<file path="config.mk">
export PLATFORM = sky130hd
export DESIGN_NAME = branch_unit
export DESIGN_NICKNAME = d
export VERILOG_FILES = /design/src/rtl/branch_unit.sv
export SDC_FILE = /design/constraint.sdc
export NUM_CORES = 1
export LEC_CHECK = 0
export ABC_AREA = 1
export BUFFER_PORTS_ARGS = -buffer_cell sky130_fd_sc_hd__buf_4
export CORE_MARGIN = 8
export CORE_UTILIZATION = 46
export DETAILED_ROUTE_END_ITERATION = 10
export PLACE_DENSITY = 0.89
export SLEW_MARGIN = 0
export SYNTH_ARGS = -nofsm -noshare
export SYNTH_HDL_FRONTEND = slang
export SYNTH_SLANG_ARGS = --single-unit
</file>
<file path="constraint.sdc">
create_clock -name clk -period 2.47 [get_ports clk]
set_input_delay 0.494 -clock clk [delete_from_list [all_inputs] [get_ports clk]]
set_output_delay 0.494 -clock clk [all_outputs]
set_load 0.02 [all_outputs]
</file>
<file path="src/rtl/branch_unit.sv">
module branch_unit #(
  parameter int PC_W   = 16,
  parameter int BANK_W = 8,
  parameter int DISP_W = 8,
  parameter int ILEN   = 2
) (
  input  logic              clk,
  input  logic              rst_n,
  input  logic              req_valid,
  input  logic [4:0]        op,
  input  logic              flag_z,
  input  logic              flag_c,
  input  logic              flag_n,
  input  logic              flag_v,
  input  logic              flag_t,
  input  logic [DISP_W-1:0] disp,
  input  logic [PC_W-1:0]   pc_in,
  input  logic [BANK_W-1:0] bank_in,
  input  logic [31:0]       operand,
  output logic              res_valid,
  output logic              res_taken,
  output logic [PC_W-1:0]   next_pc,
  output logic [BANK_W-1:0] next_bank,
  output logic [2:0]        res_cycles
);
  localparam int EXT_W = PC_W - DISP_W;

  logic            base, cond_hit, is_rel;
  logic [PC_W-1:0] seq_pc, rel_pc;
  logic            d_taken;
  logic [PC_W-1:0] d_pc;
  logic [BANK_W-1:0] d_bank;
  logic [2:0]      d_cycles;

  always_comb begin
    unique case (op[3:1])
      3'd0: base = flag_z;
      3'd1: base = flag_c;
      3'd2: base = flag_n;
      3'd3: base = flag_v;
      3'd4: base = flag_t;
      3'd5: base = flag_n ^ flag_v;
      3'd6: base = (flag_n ^ flag_v) | flag_z;
      default: base = flag_c | flag_z;
    endcase
  end

  assign cond_hit = base ^ op[0];
  assign is_rel   = (op <= 5'd16);
  assign seq_pc   = pc_in + PC_W'(ILEN);
  assign rel_pc   = seq_pc + {{EXT_W{disp[DISP_W-1]}}, disp};

  always_comb begin
    d_taken  = 1'b0;
    d_pc     = seq_pc;
    d_bank   = bank_in;
    d_cycles = 3'd3;
    if (is_rel) begin
      d_taken  = op[4] | cond_hit;
      d_pc     = d_taken ? rel_pc : seq_pc;
      d_cycles = d_taken ? 3'd4 : 3'd3;
    end else begin
      case (op)
        5'd17: begin d_taken = 1'b1; d_pc = operand[PC_W-1:0]; d_cycles = 3'd2; end
        5'd18: begin d_taken = 1'b1; d_pc = operand[PC_W-1:0]; d_cycles = 3'd3; end
        5'd19: begin
          d_taken = 1'b1; d_pc = operand[PC_W-1:0];
          d_bank = operand[PC_W +: BANK_W]; d_cycles = 3'd4;
        end
        5'd20: begin
          d_taken = 1'b1; d_pc = operand[PC_W-1:0];
          d_bank = operand[PC_W +: BANK_W]; d_cycles = 3'd5;
        end
        default: ;
      endcase
    end
  end

  always_ff @(posedge clk) begin
    if (!rst_n) begin
      res_valid  <= 1'b0;
      res_taken  <= 1'b0;
      next_pc    <= '0;
      next_bank  <= '0;
      res_cycles <= '0;
    end else begin
      res_valid <= req_valid;
      if (req_valid) begin
        res_taken  <= d_taken;
        next_pc    <= d_pc;
        next_bank  <= d_bank;
        res_cycles <= d_cycles;
      end
    end
  end
endmodule

</file>
Word-level counts from Yosys, hierarchy flattened
Index checks and enable logic that the tools add are counted.
W data, S select, Z words.
{"block": "word_totals", "elab_cells": 37, "register_bits": 29, "input_bits": 77}
{"block": "classes", "eq_ne": 10, "n_bitwise": 5, "muxes": 11, "n_lt_le_gt_ge": 1, "reduce_logical": 3, "n_addsub": 2}
{"cell": "$mux W16", "count": 3}
{"cell": "$eq A5 B5 Y1 const B", "count": 4}
{"cell": "$add A16 B16 Y16", "count": 1}
{"cell": "$add A16 B2 Y16 const B", "count": 1}
{"cell": "$mux W8", "count": 2}
{"cell": "$eq A3 B3 Y1 const B", "count": 3}
{"cell": "$pmux W3 S3", "count": 1}
{"cell": "$pmux W1 S7", "count": 1}
{"cell": "$eq A3 B2 Y1 const B", "count": 2}
{"cell": "$mux W3", "count": 2}
{"cell": "$le A5 B5 Y1 const B", "count": 1}
{"cell": "$reduce_or A4 Y1", "count": 1}
{"cell": "$eq A3 B1 Y1 const B", "count": 1}
{"cell": "$logic_not A3 Y1", "count": 1}
{"cell": "$or A1 B1 Y1", "count": 3}
{"cell": "$mux W1", "count": 2}
{"cell": "$reduce_or A2 Y1", "count": 1}
{"cell": "$xor A1 B1 Y1", "count": 2}

Logic depth before layout (Yosys ltp)
Gate-level depths: netlist (run 1).
{"block": "logic_depth", "ltp_word": 7, "ltp_mapped": 21, "depth_no_buf": 21}

Worst setup path after synthesis (run 1)
OpenSTA, ideal clock, no wires.
{"block": "synth_timing", "kind": "in2reg", "from": "input pc_in[1]", "to": "register next_pc[13]", "stages": 18, "required_time_ns": 2.348, "n_path_buf": 0, "path_slack_ns": 0.053, "arrival_ns": 2.295, "cell_sequence": "nand3_1 nor2_2 nand2_1 nor2_2 nand2_1 xnor2_2 ha_1 nand2_1 nor2_1 inv_1 nor3_1 o21ai_0 nand2_1 nand2_1 nand2_1 nand2_1 nand3_1 a21oi_1"}
{"block": "synth_between", "elab_chain_len": 4, "elab_cells_between_ends": 5, "cone_classes": "add/sub (2); mux (3)"}
{"element": "from (decl)", "line_no": "17", "rtl": "input logic [PC_W-1:0] pc_in,"}
{"element": "$add A16 B2 Y16 *", "line_no": "50", "rtl": "assign seq_pc = pc_in + PC_W'(ILEN);"}
{"element": "$add A16 B16 Y16", "line_no": "51", "rtl": "assign rel_pc = seq_pc + {{EXT_W{disp[DISP_W-1]}}, disp};"}
{"element": "$mux W16", "line_no": "60", "rtl": "d_pc = d_taken ? rel_pc : seq_pc;"}
{"element": "$mux W16 *", "line_no": "58", "rtl": "if (is_rel) begin"}
{"element": "to (signal assigned)", "line_no": "90", "rtl": "next_pc <= d_pc;"}
{"element": "to (decl)", "line_no": "22", "rtl": "output logic [PC_W-1:0] next_pc,"}
Every way passes the cells marked *; elsewhere a longest branch is shown, timed or not.
A chain may end at the register's enable or synchronous reset.

Worst setup path in the final report (run 1)
Same ends and word-level chain as after synthesis.

==> results of run 1 <==
-- kinds of logic (layout without fill, tap and decap cells) --
logic type | Yosys count | count (layout) | synth area share
AOI/OAI and AO/OA | 86 | 86 | 0.170
xor gates and xnor gates | 17 | 17 | 0.0527
adders and majority gates | 21 | 21 | 0.0910
buffers and inverters | 81 | 237 | 0.109
DFF | 29 | 29 | 0.195
and+or+nand+nor | 258 | 258 | 0.382
-- cell usage in the layout (no fill, tap or decap), types with 2 or more instances in the layout --
| master | synthesis | routed |
|---|---|---|
| buf_4 | 2 | 161 |
| nand2_1 | 139 | 123 |
| inv_1 | 58 | 53 |
| nand3_1 | 45 | 40 |
| nor2_1 | 39 | 33 |
| dfxtp_1 | 29 | 29 |
| a21oi_1 | 32 | 25 |
| o21ai_0 | 24 | 20 |
| nand4_1 | 19 | 19 |
| nand2_2 | 1 | 16 |
| ha_4 | 0 | 14 |
| inv_2 | 6 | 11 |
| a211oi_1 | 10 | 10 |
| a21oi_2 | 2 | 8 |
| o211ai_1 | 8 | 8 |
| nor2_2 | 5 | 7 |
| nand3_2 | 2 | 6 |
| xor2_1 | 9 | 6 |
| ha_1 | 20 | 6 |
| clkbuf_8 | 0 | 6 |
| nor2_4 | 1 | 5 |
| xnor2_2 | 1 | 4 |
| o21ai_1 | 0 | 4 |
| xor2_2 | 0 | 3 |
| o21bai_1 | 4 | 3 |
| nor3_1 | 3 | 3 |
| a31oi_1 | 3 | 3 |
| xnor2_1 | 7 | 3 |
| buf_6 | 1 | 3 |
| nand3_4 | 1 | 2 |
| a21boi_1 | 1 | 2 |
| nand3b_1 | 2 | 2 |
-- layer usage --
layer | up-vias | GRT usage | wire length (um) | share of wire
li1 | 1926 | - | - | -
met1 | 1861 | 0.261 | 4540 | 0.36
met2 | 252 | 0.429 | 6230 | 0.49
met3 | 80 | 0.0437 | 979 | 0.078
met4 | 0 | 0.119 | 833 | 0.066
met5 | - | 0 | 0 | 0
-- synth_stat cells, drive strengths merged --
cell type	n
xor2	9
nand3b	2
and2	1
buf	8
dfxtp	29
a21oi	34
a21boi	2
nand4	19
a31o	1
o211ai	8
nand3	48
o21bai	4
fa	1
ha	20
clkbuf	9
nor3	3
inv	64
nor2	45
a211oi	10
o21ai	24
xnor2	8
nand2	140
a31oi	3
-- repair_timing --
action,4_1_cts,5_1_grt
pin swaps,4,19
cloned,0,0
gates resized for setup,10,70
buffers inserted,6,7
endpoints found under the setup margin,6,11
-- worst register-to-register path: cells and delay by family, from the launching register on --
family	cells	cell delay, ns
AND/OR/NAND/NOR	1	0.09
AO/OA/AOI/OAI	1	0.19
flip-flops	1	0.32
-- metrics by stage --
step,hold WS [ns],util,cells,power (uW)
2_1_floorplan,0.594,-,492,998
6_report,0.488,0.754,725,2040
3_3_place_gp,0.465,0.653,704,1350
3_5_place_dp,0.473,0.653,704,1370
5_1_grt,0.509,0.754,725,2150
4_1_cts,0.488,0.690,718,1920
-- path summary, 6_finish.rpt --
kind | start | endpoint | slack [ns] | cells after the start
max | pc_in[1] | next_pc[13] | -0.05 | 19
max reg2reg | next_pc[1] | next_pc[1] | 1.76 | 2
min | next_bank[0] | next_bank[0] | 0.49 | 2
min reg2reg | next_bank[0] | next_bank[0] | 0.49 | 2
-- where the power goes --
group,switching (uW),internal (uW),total (uW),leakage (uW)
registers,21.5,508,529,0.000241
clock network,192,328,520,0.0000574
logic,547,449,996,0.00213
-- sequential cells by signal (all words and copies together) (netlist names) --
name        count
next_pc        16
next_bank       8
res_cycles      3
res_taken       1
res_valid       1
-- layout make-up --
class                           instances  area [sq um]  share of cell area
Inverter                               64           240              0.0505
Multi-Input combinational cell        382          2460               0.517
Clock inverter                          2          37.5             0.00789
Tap cell                               77          96.3              0.0202
Sequential cell                        29           581               0.122
Clock buffer                            6          82.6              0.0174
Timing Repair Buffer                  165          1260               0.265
==> results.md, run 1 <==
* Worst Slack Setup Final at -0.0522 ns
* Main area contributors after synthesis: dfxtp_1 (20%), nand2_1 (18%), ha_1 (8.4%)
* Clock sinks at 29
* Post-synthesis cell type count at 35
* Die ar. at 9280 sq um
* Area after DPL at 4130 sq um
* Kind of start point of the critical path: input pin
* HP Class: register to register
* Global-route wire length before repair at 17,600 um
* # hold bufs at CTS at 0
* Drt pass-1 iters at 6
* Fin nets at 745
* Largest net degree at the start of global routing at 47
* Clk buf depth at 2
* CP delay by family, top: simple AND/OR/NAND/NOR gates
* Layout cells sized above 1 at 0.394
* Leak pwr at 0.00243 uW
* # setup viols final at 1
* Failing checks: setup timing
* HPWL after DPL at 8510 um
* Gate Count Post-Synth at 492
* Cell area after layout at 4760 sq um
* Post-synthesis sequential area ratio at 0.195
* Via/cell ratio at 5.68
* Worst-Margin Slew at 0.421 ns
* Worst Skew at 0 ns
* Initial Utilization at 0.470
* Crit path largest cell delay at 0.27 ns
* Worst vdd ir at 0.499 mV
* Clk_lat worst skew at 0.28 ns
* Total grt overflow at 0
* Root Buffer: clkbuf_8
* Routed wire per std cell at 17.4 um
* Yosys top cell by area: dfxtp_1
* Critical path cell sequence: buf_6, ha_4, nand3_2, nor2_4, nand2_2, xnor2_2, buf_6, ha_4, nand2_2, nor2_2, inv_1, nor3_1, o21ai_1, nand2_1, nand2_1, nand2_1, nand2_1, nand3_1, a21oi_1
* Cell mode on critical path: nand2_1
* Critical Path Fanout Max at 4
* Fin. max-slew vios at 0
* H-tree Lvls at 2
* Overall Global Routing Usage at 0.238
* Slowest CP cell: ha_4
* Achievable frequency at 0.396 GHz
* CTS clk-pin slew, worst paths at 0.06 ns
* Cell Area, Synth at 2970 sq um
* Drt total wl at 12,600 um
* Synth top area share at 0.195
* Syn Area/Cell at 6.04 sq um
* Post-place setup slack at -0.366 ns
* Vias at 4,119
* Setup TNS at -0.0522 ns
* Syn_nets at 590
* Number of inserted diodes at 0
* WP data required at 2.64 ns
* Synthesis-to-layout area growth at 60.2%
* Die extent in x at 96.4 um
* Die Span Y at 96.4 um
* Maxcap violations at 0
* Register bit total from synthesis at 29
* Slew Limit Headroom at 0.719
* Total CTS buffers at 5
* Vias in the first global route at 3,968
* Power Dens Cells at 430 nW/um^2
* WP buf/inv at 3
* Port Buffers at 97
* CTS tree: done
* DRT iter0 DRCs at 397
* Antenna viol nets, final at 0
* CP arrival at 2.69 ns
* Final-layout fill cell count at 457
* Worst Setup End Kind: register
* CP Class: input pin to register
* Final min period at 2.52 ns
* Status: complete, but fails checks
* Initial antenna violation count at 0
* Warnings from Yosys at 0
* Final hold violations at 0
* DRC Markers at 0
* Rows at 29
* Core area at 6310 sq um
* I/O pin count at 106
* Gp weighted congestion at 1.00
* Crit share post-route at 1.02
No activity file was read; power rests on OpenSTA's default activity.
==> run 2, diff against run 1 <==
- clock period: 2.47 -> 2.3 ns (I/O delays scaled with it)
==> results.md, run 2 (same netlist as run 1, synthesis figures left out) <==
* Kind of start point of the critical path: input pin (unchanged)
* Initial Utilization at 0.470 (unchanged)
* CP arrival at 2.53 ns (was 2.69 ns)
* CTS clk-pin slew, worst paths at 0.07 ns (was 0.06 ns)
* Status: complete, but fails checks (unchanged)
* Synthesis-to-layout area growth at 58.0% (was 60.2%)
* Drt total wl at 12,000 um (was 12,600 um)
* Worst Skew at 0 ns (unchanged)
* WP data required at 2.49 ns (was 2.64 ns)
* Slowest CP cell: ha_1 (was ha_4)
* HPWL after DPL at 8850 um (was 8510 um)
* H-tree Lvls at 2 (unchanged)
* Core area at 6310 sq um (unchanged)
* Failing checks: setup timing (unchanged)
* DRT iter0 DRCs at 287 (was 397)
* Clock sinks at 29 (unchanged)
* Drt pass-1 iters at 5 (was 6)
* Initial antenna violation count at 0 (unchanged)
* Worst-Margin Slew at 0.418 ns (was 0.421 ns)
* Via/cell ratio at 5.71 (was 5.68)
* CTS tree: done (unchanged)
* Cell mode on critical path: nand2_1 (unchanged)
* Worst Slack Setup Final at -0.0471 ns (was -0.0522 ns)
* I/O pin count at 106 (unchanged)
* Fin. max-slew vios at 0 (unchanged)
* Vias at 4,120 (was 4,119)
* Post-place setup slack at -0.423 ns (was -0.366 ns)
* Cell area after layout at 4690 sq um (was 4760 sq um)
* Largest register FFs at 16 (unchanged)
* Total grt overflow at 0 (unchanged)
* Antenna viol nets, final at 0 (unchanged)
* Clk_lat worst skew at 0.28 ns (about the same)
* Worst Setup End Kind: register (unchanged)
* Area after DPL at 4230 sq um (was 4130 sq um)
* # hold bufs at CTS at 0 (unchanged)
* HP Class: input pin to register (was register to register)
* Final min period at 2.35 ns
* Commonest non-fill, non-tap cell in the layout: buf_4 (unchanged)
* Slew Limit Headroom at 0.721 (was 0.719)
* Critical path cell sequence: buf_8, ha_4, inv_2, nor2_4, xnor2_2, inv_1, ha_1, nand2_2, nor2_1, nand2_1, nand2_2, nand2_1, nand2_2, inv_2, nand2_1, nand2_1, nand3_1, nand3_1, nand2_1, inv_1 (was buf_6, ha_4, nand3_2, nor2_4, nand2_2, xnor2_2, buf_6, ha_4, nand2_2, nor2_2, inv_1, nor3_1, o21ai_1, nand2_1, nand2_1, nand2_1, nand2_1, nand3_1, a21oi_1)
* Setup TNS at -0.0661 ns (was -0.0522 ns)
* RSZ-0062 raised after global routing: true
* Overall Global Routing Usage at 0.239 (was 0.238)
* CP Class: input pin to register (unchanged)
* DRC Markers at 0 (unchanged)
* Crit share post-route at 1.02
* Die extent in x at 96.4 um (unchanged)
* Vias in the first global route at 3,903 (was 3,968)
* Critical Path Fanout Max at 4 (unchanged)
* Gp weighted congestion at 0.938 (was 1.00)
* Die Span Y at 96.4 um (unchanged)
* Leak pwr at 0.00239 uW (was 0.00243 uW)
* Fin nets at 741 (was 745)
* Root Buffer: clkbuf_8 (unchanged)
* Global-route wire length before repair at 17,600 um (about the same)
* Largest net degree at the start of global routing at 47 (unchanged)
* # setup viols final at 2 (was 1)
* Number of inserted diodes at 0 (unchanged)
* Die ar. at 9280 sq um (unchanged)
* Commonest cells after routing, fill and taps aside: buf_4 (159), nand2_1 (125), inv_1 (50), nand3_1 (40), nor2_1 (34) (was buf_4 (161), nand2_1 (123), inv_1 (53), nand3_1 (40), nor2_1 (33))
* Clk buf depth at 2 (unchanged)
* Largest register by flop count: next_pc (unchanged)
* Crit path largest cell delay at 0.34 ns (was 0.27 ns)
* Maxcap violations at 0 (unchanged)
* Regs by FF count: next_pc: 16 flops, next_bank: 8 flops, res_cycles: 3 flops (unchanged)
* Worst vdd ir at 0.591 mV (was 0.499 mV)
* Layout cells sized above 1 at 0.391 (was 0.394)
* Final design utilization at 0.743 (was 0.754)
* Achievable frequency at 0.426 GHz
* Rows at 29 (unchanged)
* Power Dens Cells at 460 nW/um^2 (was 430 nW/um^2)
* Final hold violations at 0 (unchanged)
* Total CTS buffers at 5 (unchanged)
* Port Buffers at 97 (unchanged)
* Routed wire per std cell at 16.7 um (was 17.4 um)
run 2: cell count changes in the layout (fill, tap and decap cells not counted), moves of 2 or more:
cell / before / now
a21oi_1: 25 / 21
a21oi_2: 8 / 13
buf_4: 161 / 159
buf_6: 3 / 1
ha_1: 6 / 9
ha_4: 14 / 10
inv_1: 53 / 50
inv_2: 11 / 14
nand2_1: 123 / 125
nand2_2: 16 / 14
nor2_2: 7 / 4
nor2_4: 5 / 7
o21ai_1: 4 / 2
run 2: critical path: cells and delay by family:
family / cells / cell delay, ns
xor+xnor: 1 / 0.16
simple gates: 12 / 1.16
fa+ha+maj: 2 / 0.47
buf+inv: 5 / 0.27
run 2: power breakdown:
group          switching [uW]  internal [uW]  total (uW)  leakage (uW)
Combinational             568            468        1040       0.00209
Sequential               22.3            545         568      0.000241
Clock                     202            352         553     0.0000574
run 2: per-layer routing:
metal	global-route usage	up-vias	part of all wire
met2	0.450	246	0.51
li1	-	1926	-
met4	0.102	0	0.057
met3	0.0484	74	0.078
met1	0.249	1874	0.36
met5	0	-	0
run 2: timing repair:
action                                  4_1_cts  5_1_grt
hold endpoints to repair                      0        0
gates resized for setup                      19       45
endpoints found under the setup margin        8       11
cloned                                        0        0
buffers inserted                              3        3
pin swaps                                     7       25
run 2: cell type report:
type                    instances  area (sq um)
multi-input cells             382          2430
fillers                       472          1620
repair buffers                161          1220
flip-flops and latches         29           581
inverters                      64           240
well taps                      77          96.3
clock buffers                   6          82.6
clock inverters                 2          37.5
run 2: worst paths after layout:
check                     from            to  slack, ns  depth (start not counted)
setup / recovery      pc_in[1]   next_pc[15]      -0.05                         20
hold / removal      operand[9]    next_pc[9]       0.47                          3
setup reg to reg   next_pc[13]   next_pc[13]       1.60                          2
hold reg to reg   next_bank[7]  next_bank[7]       0.48                          2
run 2: per-stage QoR:
stage                     power, uW  hold WS [ns]  std cells
final                          2160         0.472        721
after global routing           2270         0.465        721
after CTS                      2070         0.470        718
after detailed placement       1490         0.471        707
after global placement         1460         0.462        707
after floorplan                1080         0.594        492
